File: config.mk
export PLATFORM = sky130hd
export DESIGN_NAME = notch_sweep_ctrl
export DESIGN_NICKNAME = d
export VERILOG_FILES = /design/src/rtl/notch_sweep_ctrl.sv
export SDC_FILE = /design/constraint.sdc
export NUM_CORES = 1
export LEC_CHECK = 0
export BUFFER_PORTS_ARGS = -buffer_cell sky130_fd_sc_hd__buf_2
export CAP_MARGIN = 20
export CORE_MARGIN = 2
export CORE_UTILIZATION = 59
export CTS_BUF_LIST = sky130_fd_sc_hd__clkbuf_4
export CTS_CLUSTER_DIAMETER = 120
export DETAILED_ROUTE_END_ITERATION = 12
export PLACE_DENSITY = 0.87
export SLEW_MARGIN = 20
export SYNTH_ARGS = -nofsm -noshare
export SYNTH_HDL_FRONTEND = slang
export SYNTH_SLANG_ARGS = --single-unit
export TNS_END_PERCENT = 20
File: constraint.sdc
create_clock -name clk -period 3.8 [get_ports clk]
set_input_delay 0.76 -clock clk [delete_from_list [all_inputs] [get_ports clk]]
set_output_delay 0.76 -clock clk [all_outputs]
set_load 0.005 [all_outputs]
File: src/rtl/notch_sweep_ctrl.sv
module notch_sweep_ctrl #(
  parameter int CODE_W   = 8,
  parameter int SETTLE_W = 16
) (
  input  logic                clk,
  input  logic                rst_n,
  input  logic                start_i,
  input  logic                amp_low_i,
  input  logic                out_live_i,
  input  logic [SETTLE_W-1:0] settle_cycles_i,
  output logic [CODE_W-1:0]   code_o,
  output logic [CODE_W-1:0]   bank_a_o,
  output logic [CODE_W-1:0]   bank_b_o,
  output logic                busy_o,
  output logic                done_o,
  output logic                locked_o,
  output logic                pwr_fault_o,
  output logic                no_lock_o
);

  localparam logic [CODE_W-1:0] CODE_TOP = '1;

  logic [1:0]          meta_q, stat_q;
  logic [CODE_W-1:0]   code_q;
  logic [SETTLE_W-1:0] wait_q;
  logic                busy_q, done_q, lock_q, fault_q, nolock_q;

  always_ff @(posedge clk or negedge rst_n) begin
    if (!rst_n) begin
      meta_q   <= 2'b00;
      stat_q   <= 2'b00;
      code_q   <= '0;
      wait_q   <= '0;
      busy_q   <= 1'b0;
      done_q   <= 1'b0;
      lock_q   <= 1'b0;
      fault_q  <= 1'b0;
      nolock_q <= 1'b0;
    end else begin
      meta_q <= {amp_low_i, out_live_i};
      stat_q <= meta_q;
      done_q <= 1'b0;
      if (!busy_q) begin
        if (start_i) begin
          busy_q   <= 1'b1;
          code_q   <= '0;
          wait_q   <= settle_cycles_i;
          lock_q   <= 1'b0;
          fault_q  <= 1'b0;
          nolock_q <= 1'b0;
        end
      end else if (wait_q != '0) begin
        wait_q <= wait_q - 1'b1;
      end else begin
        case (stat_q)
          2'b11: begin
            busy_q <= 1'b0;
            done_q <= 1'b1;
            lock_q <= 1'b1;
          end
          2'b01: begin
            if (code_q == CODE_TOP) begin
              busy_q   <= 1'b0;
              done_q   <= 1'b1;
              nolock_q <= 1'b1;
            end else begin
              code_q <= code_q + 1'b1;
              wait_q <= settle_cycles_i;
            end
          end
          default: begin
            busy_q  <= 1'b0;
            done_q  <= 1'b1;
            fault_q <= 1'b1;
            code_q  <= '0;
          end
        endcase
      end
    end
  end

  assign code_o      = code_q;
  assign bank_a_o    = code_q;
  assign bank_b_o    = code_q;
  assign busy_o      = busy_q;
  assign done_o      = done_q;
  assign locked_o    = lock_q;
  assign pwr_fault_o = fault_q;
  assign no_lock_o   = nolock_q;

  p_unit_step_r4: assert property (@(posedge clk) disable iff (!rst_n)
    (busy_o && $past(busy_o) && code_o != $past(code_o)) |-> (code_o == $past(code_o) + 1'b1));

  p_lock_hold_r5: assert property (@(posedge clk) disable iff (!rst_n)
    (locked_o && !start_i) |=> (locked_o && $stable(code_o)));

  p_fault_zero_r6: assert property (@(posedge clk) disable iff (!rst_n)
    pwr_fault_o |-> (code_o == '0 && !busy_o));

  p_nolock_top_r7: assert property (@(posedge clk) disable iff (!rst_n)
    no_lock_o |-> (code_o == CODE_TOP && !busy_o));

  p_done_single_r9: assert property (@(posedge clk) disable iff (!rst_n)
    done_o |=> !done_o);

  p_one_outcome_r9: assert property (@(posedge clk) disable iff (!rst_n)
    $onehot0({locked_o, pwr_fault_o, no_lock_o}));

endmodule

==> results of run 1 <==
logic make-up (layout without fill, tap and decap cells):
kind of cell             Yosys count  in the layout  share of synthesized area, %
AO/OA/AOI/OAI                     70             70                          24.3
XOR/XNOR                           1              1                         0.429
adder cells (fa/ha/maj)            3              3                          1.84
buffers and inverters             31             61                          9.25
flip-flops                        33             33                          40.4
multiplexers                       2              2                         0.980
AND/OR/NAND/NOR                   83             83                          22.8
critical path: cells and delay by family, from the launching register on:
kind	cells	cell delay [ps]
adders and majority gates	1	160
and+or+nand+nor	2	730
buffers and inverters	1	150
AOI/OAI and AO/OA	3	1040
DFF	1	430
state kept, by name, summed over array words and instances, names as in the netlist:
signal,flops
bank_a_o,8
no_lock_o,1
busy_o,1
locked_o,1
done_o,1
meta_q,2
pwr_fault_o,1
wait_q,16
stat_q,2
final timing paths:
| path | from | end | slack (ps) |
|---|---|---|---|
| max | wait_q[0] | wait_q[8] | 1150 |
| min | meta_q[0] | stat_q[0] | 360 |
| max reg2reg | wait_q[0] | wait_q[8] | 1150 |
| min reg2reg | meta_q[0] | stat_q[0] | 360 |
| max in group asynchronous | rst_n | wait_q[7] | 2850 |
| min in group asynchronous | rst_n | bank_a_o[0] | 470 |
metal layers:
| layer | global-route usage [%] | up-vias |
|---|---|---|
| met2 | 36.3 | 64 |
| met5 | 0 | - |
| met4 | 7.78 | 0 |
| li1 | - | 891 |
| met3 | 6.85 | 5 |
| met1 | 36.2 | 833 |
power by group through the flow:
stage	clock network [uW]	logic, uW	registers [uW]
floorplan	0	450	593
global placement	0	492	637
detailed placement	0	506	641
CTS	178	507	636
global route	200	568	666
finish	174	507	637
synthesized netlist by cell type, types with 2 or more instances:
| master | count |
|---|---|
| dfrtp_1 | 33 |
| nor2_1 | 20 |
| buf_4 | 16 |
| nand2_1 | 13 |
| a21oi_1 | 11 |
| nand3_1 | 11 |
| nor3_1 | 11 |
| o21ai_0 | 10 |
| o21ai_1 | 10 |
| inv_1 | 5 |
| nand4_1 | 5 |
| o31ai_1 | 5 |
| a221o_1 | 4 |
| clkbuf_1 | 4 |
| o21a_1 | 4 |
| a211oi_1 | 3 |
| a31oi_1 | 3 |
| and2_1 | 3 |
| buf_2 | 3 |
| ha_1 | 3 |
| nor4_1 | 3 |
| o32ai_1 | 3 |
| and3_1 | 2 |
| mux2i_1 | 2 |
| nor2b_1 | 2 |
| nor4_4 | 2 |
| o221a_1 | 2 |
| or2_2 | 2 |
| or4_1 | 2 |
metrics by stage:
step           utilization (%)  total power (uW)  hold slack [ps]
3_3_place_gp              65.3              1130              332
4_1_cts                   66.6              1320              363
6_report                  66.6              1320              360
3_5_place_dp              65.3              1150              341
2_1_floorplan                -              1040              331
5_1_grt                   66.6              1430              378
area by class of cell:
cell class,count,area [sq um],area share [%]
Timing Repair Buffer,49,245,11.0
Multi-Input combinational cell,159,1030,46.3
Clock buffer,5,37.5,1.69
Clock inverter,1,5.00,0.225
Sequential cell,33,826,37.2
Inverter,6,22.5,1.01
Tap cell,46,57.6,2.59
==> impl_results.md, run 1 <==
* CP Data Arrival Time at 2860 ps
* Nets at 278
* Synth area leader: dfrtp_1
* Initial antenna violation count at 0
* Port bufs at 49
* Int Pwr at 770 uW
* # Post-CTS Setup Buffers at 0
* Most frequent cells in the layout: buf_2 (49), dfrtp_1 (33), nor2_1 (20)
* Clk_lat worst skew at 330 ps
* Total gr overflow at 0
* Root buffer cell: clkbuf_4
* Synth unique cells at 55
* Share of the synthesized area in the top cell type at 40.4%
* Core ar. at 3340 sq um
* FF-to-FF path depth at 7
* Number of routed nets with antenna violations at 0
* Clock Skews at 17.8 ps
* CP required at 4010 ps
* Top_reg_cell synth: dfrtp_1
* Hold Crit Class: flop to flop
* Kind of critical path: flop to flop
* Hold_buf cts at 0
* Power Density at 593 nW/um^2
* CP max stage cell: a41o_1
* Clock buffer depth at 2
* Endpoints failing hold at 0
* Final HPWL DP at 3.31 mm
* Vias in the first global route at 1,608
* Dpl cell area at 2180 sq um
* Inserted Clock Buffers at 5
* Max cap viols at 0
* Syn Nets at 247
* Most common cell after layout, fill and taps aside: buf_2
* RSZ-0062 raised after global routing: false
* Final Max Tran Viols at 0
* Clk pwr share at 13.2%
* Crit path max fanout at 17
* Dpl ws at 1230 ps
* Post-Synthesis Cells at 223
* Total track usage at 24.9%
* Outcome: finished clean
* YS warnings at 0
* Area Growth Syn to Fin at 8.76%
* H-tree lvl count at 2
* Peak per-stage delay on the critical path at 630 ps
* Die Ht at 62.8 um
* Final setup margin at 1150 ps
* Sw power at 548 uW
* Gates resized, CTS repair at 0
* Worst Setup End Kind: flop
* Min-Delay Path Depth at 0
* FP Rows at 21
* Final Critical Period at 2650 ps
* Peak VDD IR at 0.257 mV
* DR WL met3 at 267 um
* DRT iter0 DRCs at 131
* Mean number of vias per cell at 6.00
* FF+latch count, synth at 33
* Syn_area_per_cell at 9.16 sq um
* Filler cell count at 299
* Die width at 62.8 um
* Placer Congestion at 0.950
* Leak Pwr at 0.000933 uW
* Switch share at 41.6%
* Post-route insts no fill at 299
* Via total after detailed routing at 1,793
* Layout cells sized above 1 at 25.7%
* Wire length per cell at 15.1 um
* Placed Instances at 293
* Initial core utilization at 61.2%
* Ys async rst share at 100%
* Uppermost layer routed: met4
* Setup violators final at 0
* M1 WL at 2.22 mm
* Largest cells by area after synthesis: dfrtp_1 (40%), buf_4 (5.9%), nor2_1 (3.7%)
* Post-synthesis sequential area ratio at 40.4%
* Largest net degree at the start of global routing at 34
* Comb power frac at 38.4%
* IO Pins at 50
* Drt first pass iters at 4
* Wire length on met2 at 1.99 mm
* Peak Freq at 378 MHz
* Worst-path clk slew at 100 ps
* Power share of the sequential group at 48.4%
* Final TNS setup at 0 ps
* Critical Path, Cell by Cell: inv_1, ha_1, nor4b_2, a41o_1, nand3_2, o21a_1, o221a_1
* Post-route cell area at 2220 sq um
* Worst Setup Start Kind: flop
* Worst-Margin Slew at 722 ps
* ANT cells at 0
* Final period utilization at 69.7%
* Post-Syn Area at 2040 sq um
* DRC viols at 0
* Final wirelength at 4.52 mm
* CTS sink count at 33
* Die ar. at 3950 sq um
* Max_slew headroom at 51.5%
* Global-route wire length before repair at 7.67 mm
* EDFF count, synth at 0
* TritonCTS clock tree: yes
Power figures use the tool's default switching activity.
==> run 2, diff against run 1 <==
CORE_UTILIZATION = 55   (was 59)
PLACE_DENSITY = 0.82   (was 0.87)
clock period = 2.8 ns   (was 3.8 ns; I/O delays follow)
==> impl_results.md, run 2 (synthesis results as in run 1) <==
* CP Data Arrival Time at 2620 ps (-240 ps)
* Post-route cell area at 2300 sq um (+3.7%)
* Global-route wire length before repair at 8.14 mm (+6.0%)
* FP Rows at 22 (+4.8%)
* Endpoints failing hold at 0 (unchanged)
* Area Growth Syn to Fin at 12.7%
* Peak Freq at 420 MHz (+11%)
* Total track usage at 25.4% (+0.45 points)
* Final HPWL DP at 3.63 mm (+9.6%)
* CP required at 3040 ps (-970 ps)
* Final wirelength at 4.88 mm (+7.9%)
* Layout cells sized above 1 at 27.7% (+2.0 points)
* # Post-CTS Setup Buffers at 0 (unchanged)
* Power Density at 849 nW/um^2 (+43%)
* Hold Crit Class: input port to async pin
* Crit path max fanout at 10 (-7)
* Reg-to-Reg Start: wait_q[0]
* Drt first pass iters at 4 (unchanged)
* Peak VDD IR at 0.377 mV (+47%)
* Total gr overflow at 0 (unchanged)
* Worst Setup End Kind: flop
* Port bufs at 49 (unchanged)
* Worst-Margin Slew at 710 ps (-12.7 ps)
* DRC viols at 0 (unchanged)
* Root buffer cell: clkbuf_4
* Worst-path clk slew at 120 ps (+20 ps)
* FF-to-FF path depth at 7 (unchanged)
* Final period utilization at 84.9% (+15 points)
* Number of flip-flops under the largest register name at 16 (unchanged)
* Die ar. at 4220 sq um (+6.8%)
* Clock buffer depth at 2 (unchanged)
* Final Max Tran Viols at 0 (unchanged)
* Core ar. at 3610 sq um (+8.1%)
* Initial antenna violation count at 0 (unchanged)
* Leak Pwr at 0.000971 uW (+4.0%)
* Clock Skews at 12.5 ps (-5.31 ps)
* Hold_buf cts at 0 (unchanged)
* Most frequent cells in the layout: buf_2 (49), dfrtp_1 (33), nor2_1 (20)
* Kind of critical path: flop to flop
* Initial core utilization at 56.6% (-4.6 points)
* Setup violators final at 0 (unchanged)
* Max cap viols at 0 (unchanged)
* CTS sink count at 33 (unchanged)
* H-tree lvl count at 2 (unchanged)
* Vias in the first global route at 1,701 (+5.8%)
* Biggest register: wait_q
* R2r endpoint: wait_q[8]
* Largest net degree at the start of global routing at 34 (unchanged)
* Via total after detailed routing at 1,849 (+3.1%)
* Outcome: finished clean
* Critical Path Sink: wait_q[8]
* Wire length per cell at 15.8 um (+4.7%)
* Nets at 283 (+1.8%)
* Inserted Clock Buffers at 5 (unchanged)
* Die width at 64.9 um (+3.3%)
* Clk_lat worst skew at 350 ps (+20 ps)
* Max_slew headroom at 52.7% (+1.2 points)
* DRT iter0 DRCs at 182 (+39%)
* Dpl cell area at 2220 sq um (+1.8%)
* IO Pins at 50 (unchanged)
* Number of routed nets with antenna violations at 0 (unchanged)
* RSZ-0062 raised after global routing: false
* Placer Congestion at 0.903 (-4.9%)
* R2R Setup Slk at 420 ps (-730 ps)
* ANT cells at 0 (unchanged)
* Die Ht at 64.9 um (+3.3%)
* Final TNS setup at 0 ps (unchanged)
* Gates resized, CTS repair at 0 (unchanged)
* Final Critical Period at 2380 ps (-269 ps)
* Mean number of vias per cell at 6.00 (+0.11%)
* Worst Setup Start Kind: flop
* CP startpoint: wait_q[0]
* TritonCTS clock tree: yes
* Most common cell after layout, fill and taps aside: buf_2
-- run 2: critical path: stages, from the launching register on --
cell,delay (ps)
dfrtp_1,440
inv_1,150
ha_1,160
nor4b_2,380
a41o_1,440
nand3_2,280
o21a_1,190
o221a_1,220
-- run 2: worst min-delay path by stage --
| stage | start | endpoint | slack (ps) | depth (start not counted) |
|---|---|---|---|---|
| floorplan | rst_n | bank_a_o[0] | 260 | 0 |
| detailed placement | meta_q[1] | stat_q[1] | 340 | 0 |
| CTS | rst_n | wait_q[11] | 270 | 1 |
| finish | rst_n | bank_a_o[1] | 240 | 1 |
| global route | amp_low_i | meta_q[1] | 270 | 1 |
| global placement | meta_q[0] | stat_q[0] | 330 | 0 |
-- run 2: layer usage --
metal / global-route usage [%] / share of wire [%]
met5: 0 / 0
met4: 7.98 / 1.4
met3: 7.29 / 7.3
met2: 36.1 / 45
met1: 37.2 / 46
-- run 2: power by group --
group,internal [uW],switching [uW],leakage [uW]
registers,623,244,0.000387
logic,349,361,0.000542
clock network,189,188,0.0000414
-- run 2: area by class of cell --
class | instances | area, sq um
Sequential cell | 33 | 826
Tap cell | 48 | 60.1
Timing Repair Buffer | 54 | 283
Multi-Input combinational cell | 159 | 1030
Clock inverter | 3 | 46.3
Fill cell | 317 | 1300
Clock buffer | 5 | 37.5
Inverter | 6 | 22.5
-- run 2: metrics by stage --
| stage | utilization (%) | power (uW) | worst slack, ps | cells | hold slack, ps |
|---|---|---|---|---|---|
| global route | 63.8 | 2100 | 261 | 308 | 274 |
| global placement | 61.5 | 1550 | 612 | 300 | 334 |
| floorplan | - | 1420 | 880 | 223 | 264 |
| detailed placement | 61.5 | 1580 | 515 | 300 | 345 |
| finish | 63.8 | 1950 | 421 | 308 | 241 |
| CTS | 63.8 | 1960 | 464 | 308 | 268 |
==> run 3, diff against run 2 <==
clock period = 2.4 ns   (was 2.8 ns; I/O delays follow)
==> impl_results.md, run 3 (synthesis results as in run 1) <==
* Sw power at 889 uW (+12%)
* Core ar. at 3610 sq um (unchanged)
* Max cap viols at 0 (unchanged)
* Drt first pass iters at 5 (+1)
* Worst Setup End Kind: flop
* Final Critical Period at 2230 ps (-152 ps)
* Initial antenna violation count at 0 (unchanged)
* Switch share at 39.4% (-1.2 points)
* Worst-path clk slew at 100 ps (-20 ps)
* Clock Skews at 9.58 ps (-2.93 ps)
* Crit path max-delay family: compound AO/OA/AOI/OAI gates
* Most frequent cells in the layout: buf_2 (49), dfrtp_1 (33), nor2_1 (20)
* Global-route wire length before repair at 8.15 mm (+0.16%)
* Post-route cell area at 2330 sq um (+1.4%)
* Number of routed nets with antenna violations at 0 (unchanged)
* Dpl cell area at 2260 sq um (+1.7%)
* Die ar. at 4220 sq um (unchanged)
* Crit path max fanout at 9 (-1)
* Port bufs at 49 (unchanged)
* Root buffer cell: clkbuf_4
* Final wirelength at 4.85 mm (-0.59%)
* Inserted Clock Buffers at 5 (unchanged)
* FP Rows at 22 (unchanged)
* CP required at 2640 ps (-400 ps)
* Largest net degree at the start of global routing at 34 (unchanged)
* Kind of critical path: flop to flop
* Hold_buf cts at 0 (unchanged)
* Gates resized, CTS repair at 0 (unchanged)
* Final Max Tran Viols at 0 (unchanged)
* Hold Crit Class: input port to async pin
* Final setup margin at 174 ps (-248 ps)
* Initial core utilization at 56.6% (unchanged)
* Most common cell after layout, fill and taps aside: buf_2
* Final TNS setup at 0 ps (unchanged)
* Number of flip-flops under the largest register name at 16 (unchanged)
* Placer Congestion at 0.939 (+3.9%)
* Total gr overflow at 0 (unchanged)
* Power Density at 967 nW/um^2 (+14%)
* Die Ht at 64.9 um (unchanged)
* Power share of the sequential group at 44.8% (+0.4 points)
* Endpoints failing hold at 0 (unchanged)
* Post-route insts no fill at 313 (+1.6%)
* IO Pins at 50 (unchanged)
* Clk pwr share at 18.5% (-0.8 points)
* Layout cells sized above 1 at 28.7% (+0.99 points)
* Biggest register: wait_q
* Clk_lat worst skew at 350 ps (about the same)
* DRT iter0 DRCs at 183 (+0.55%)
* Placed Instances at 305 (+1.7%)
* Leak Pwr at 0.000997 uW (+2.7%)
* H-tree lvl count at 2 (unchanged)
* Mean number of vias per cell at 6.14 (+2.3%)
* # Post-CTS Setup Buffers at 0 (unchanged)
* Total track usage at 25.4% (+0.055 points)
* CP Data Arrival Time at 2470 ps (-150 ps)
* Peak per-stage delay on the critical path at 460 ps (+20 ps)
* Wire length per cell at 15.5 um (-2.2%)
* RSZ-0062 raised after global routing: false
* CP max stage cell: a311o_1
* Clock buffer depth at 2 (unchanged)
* Int Pwr at 1370 uW (+18%)
* Vias in the first global route at 1,673 (-1.6%)
* Final period utilization at 92.8% (+7.8 points)
* Setup violators final at 0 (unchanged)
* Worst Setup Start Kind: flop
* Worst-Margin Slew at 716 ps (+6.63 ps)
* Peak Freq at 449 MHz (+6.8%)
* Dpl ws at 199 ps (-317 ps)
* Critical Path, Cell by Cell: inv_1, ha_1, nor4b_2, a41oi_2, a311o_1, o21ai_1, o41ai_2
* Die width at 64.9 um (unchanged)
* CTS sink count at 33 (unchanged)
* Final HPWL DP at 3.57 mm (-1.5%)
* Via total after detailed routing at 1,923 (+4.0%)
* DRC viols at 0 (unchanged)
* Area Growth Syn to Fin at 14.3%
* TritonCTS clock tree: yes
* Nets at 288 (+1.8%)
* Outcome: finished clean
* Crit path buf inv count at 1 (unchanged)
* ANT cells at 0 (unchanged)
* Max_slew headroom at 52.2% (-0.44 points)
* Peak VDD IR at 0.415 mV (+9.9%)
* Comb power frac at 36.7% (+0.3 points)
-- run 3: cell types whose count changed in the layout (fill, tap and decap cells not counted), sizes merged --
cell      delta
clkbuf       +1
buf          +5
clkinvlp     -1
-- run 3: path summary, 6_finish.rpt --
path	endpoint	slack (ps)	cells after the start	start
min in group clk	meta_q[1]	230	1	amp_low_i
max in group asynchronous	busy_o	1760	1	rst_n
max	bank_a_o[6]	170	7	wait_q[0]
min reg2reg	stat_q[1]	350	0	meta_q[1]
max reg2reg	bank_a_o[6]	170	7	wait_q[0]
min	bank_a_o[2]	170	1	rst_n
-- run 3: metrics by stage --
step	hold WS (ps)	total power (uW)	util (%)
after floorplan	184	1650	-
after global placement	332	1810	62.6
after detailed placement	337	1840	62.6
after CTS	200	2260	64.7
after global routing	223	2440	64.7
final	173	2260	64.7
-- run 3: final cells by class --
| cell class | instances | area (sq um) |
|---|---|---|
| inverter | 6 | 22.5 |
| tap | 48 | 60.1 |
| fill | 323 | 1270 |
| sequential | 33 | 826 |
| clock buffer | 6 | 45.0 |
| timing repair buffer | 59 | 320 |
| clock inverter | 2 | 33.8 |
| multi-input combinational | 159 | 1030 |
-- run 3: power groups by stage --
stage	Clock (uW)	Combinational [uW]	Sequential [uW]
6_report	418	828	1010
3_5_place_dp	0	824	1020
2_1_floorplan	0	713	939
4_1_cts	425	829	1000
5_1_grt	450	939	1050
3_3_place_gp	0	807	1000
-- run 3: per-layer routing --
metal / share of wire (%) / up-vias / global-route usage [%]
li1: - / 913 / -
met1: 44 / 884 / 35.8
met2: 44 / 117 / 38.1
met3: 10 / 9 / 5.90
met4: 1.6 / 0 / 9.57
met5: 0 / - / 0
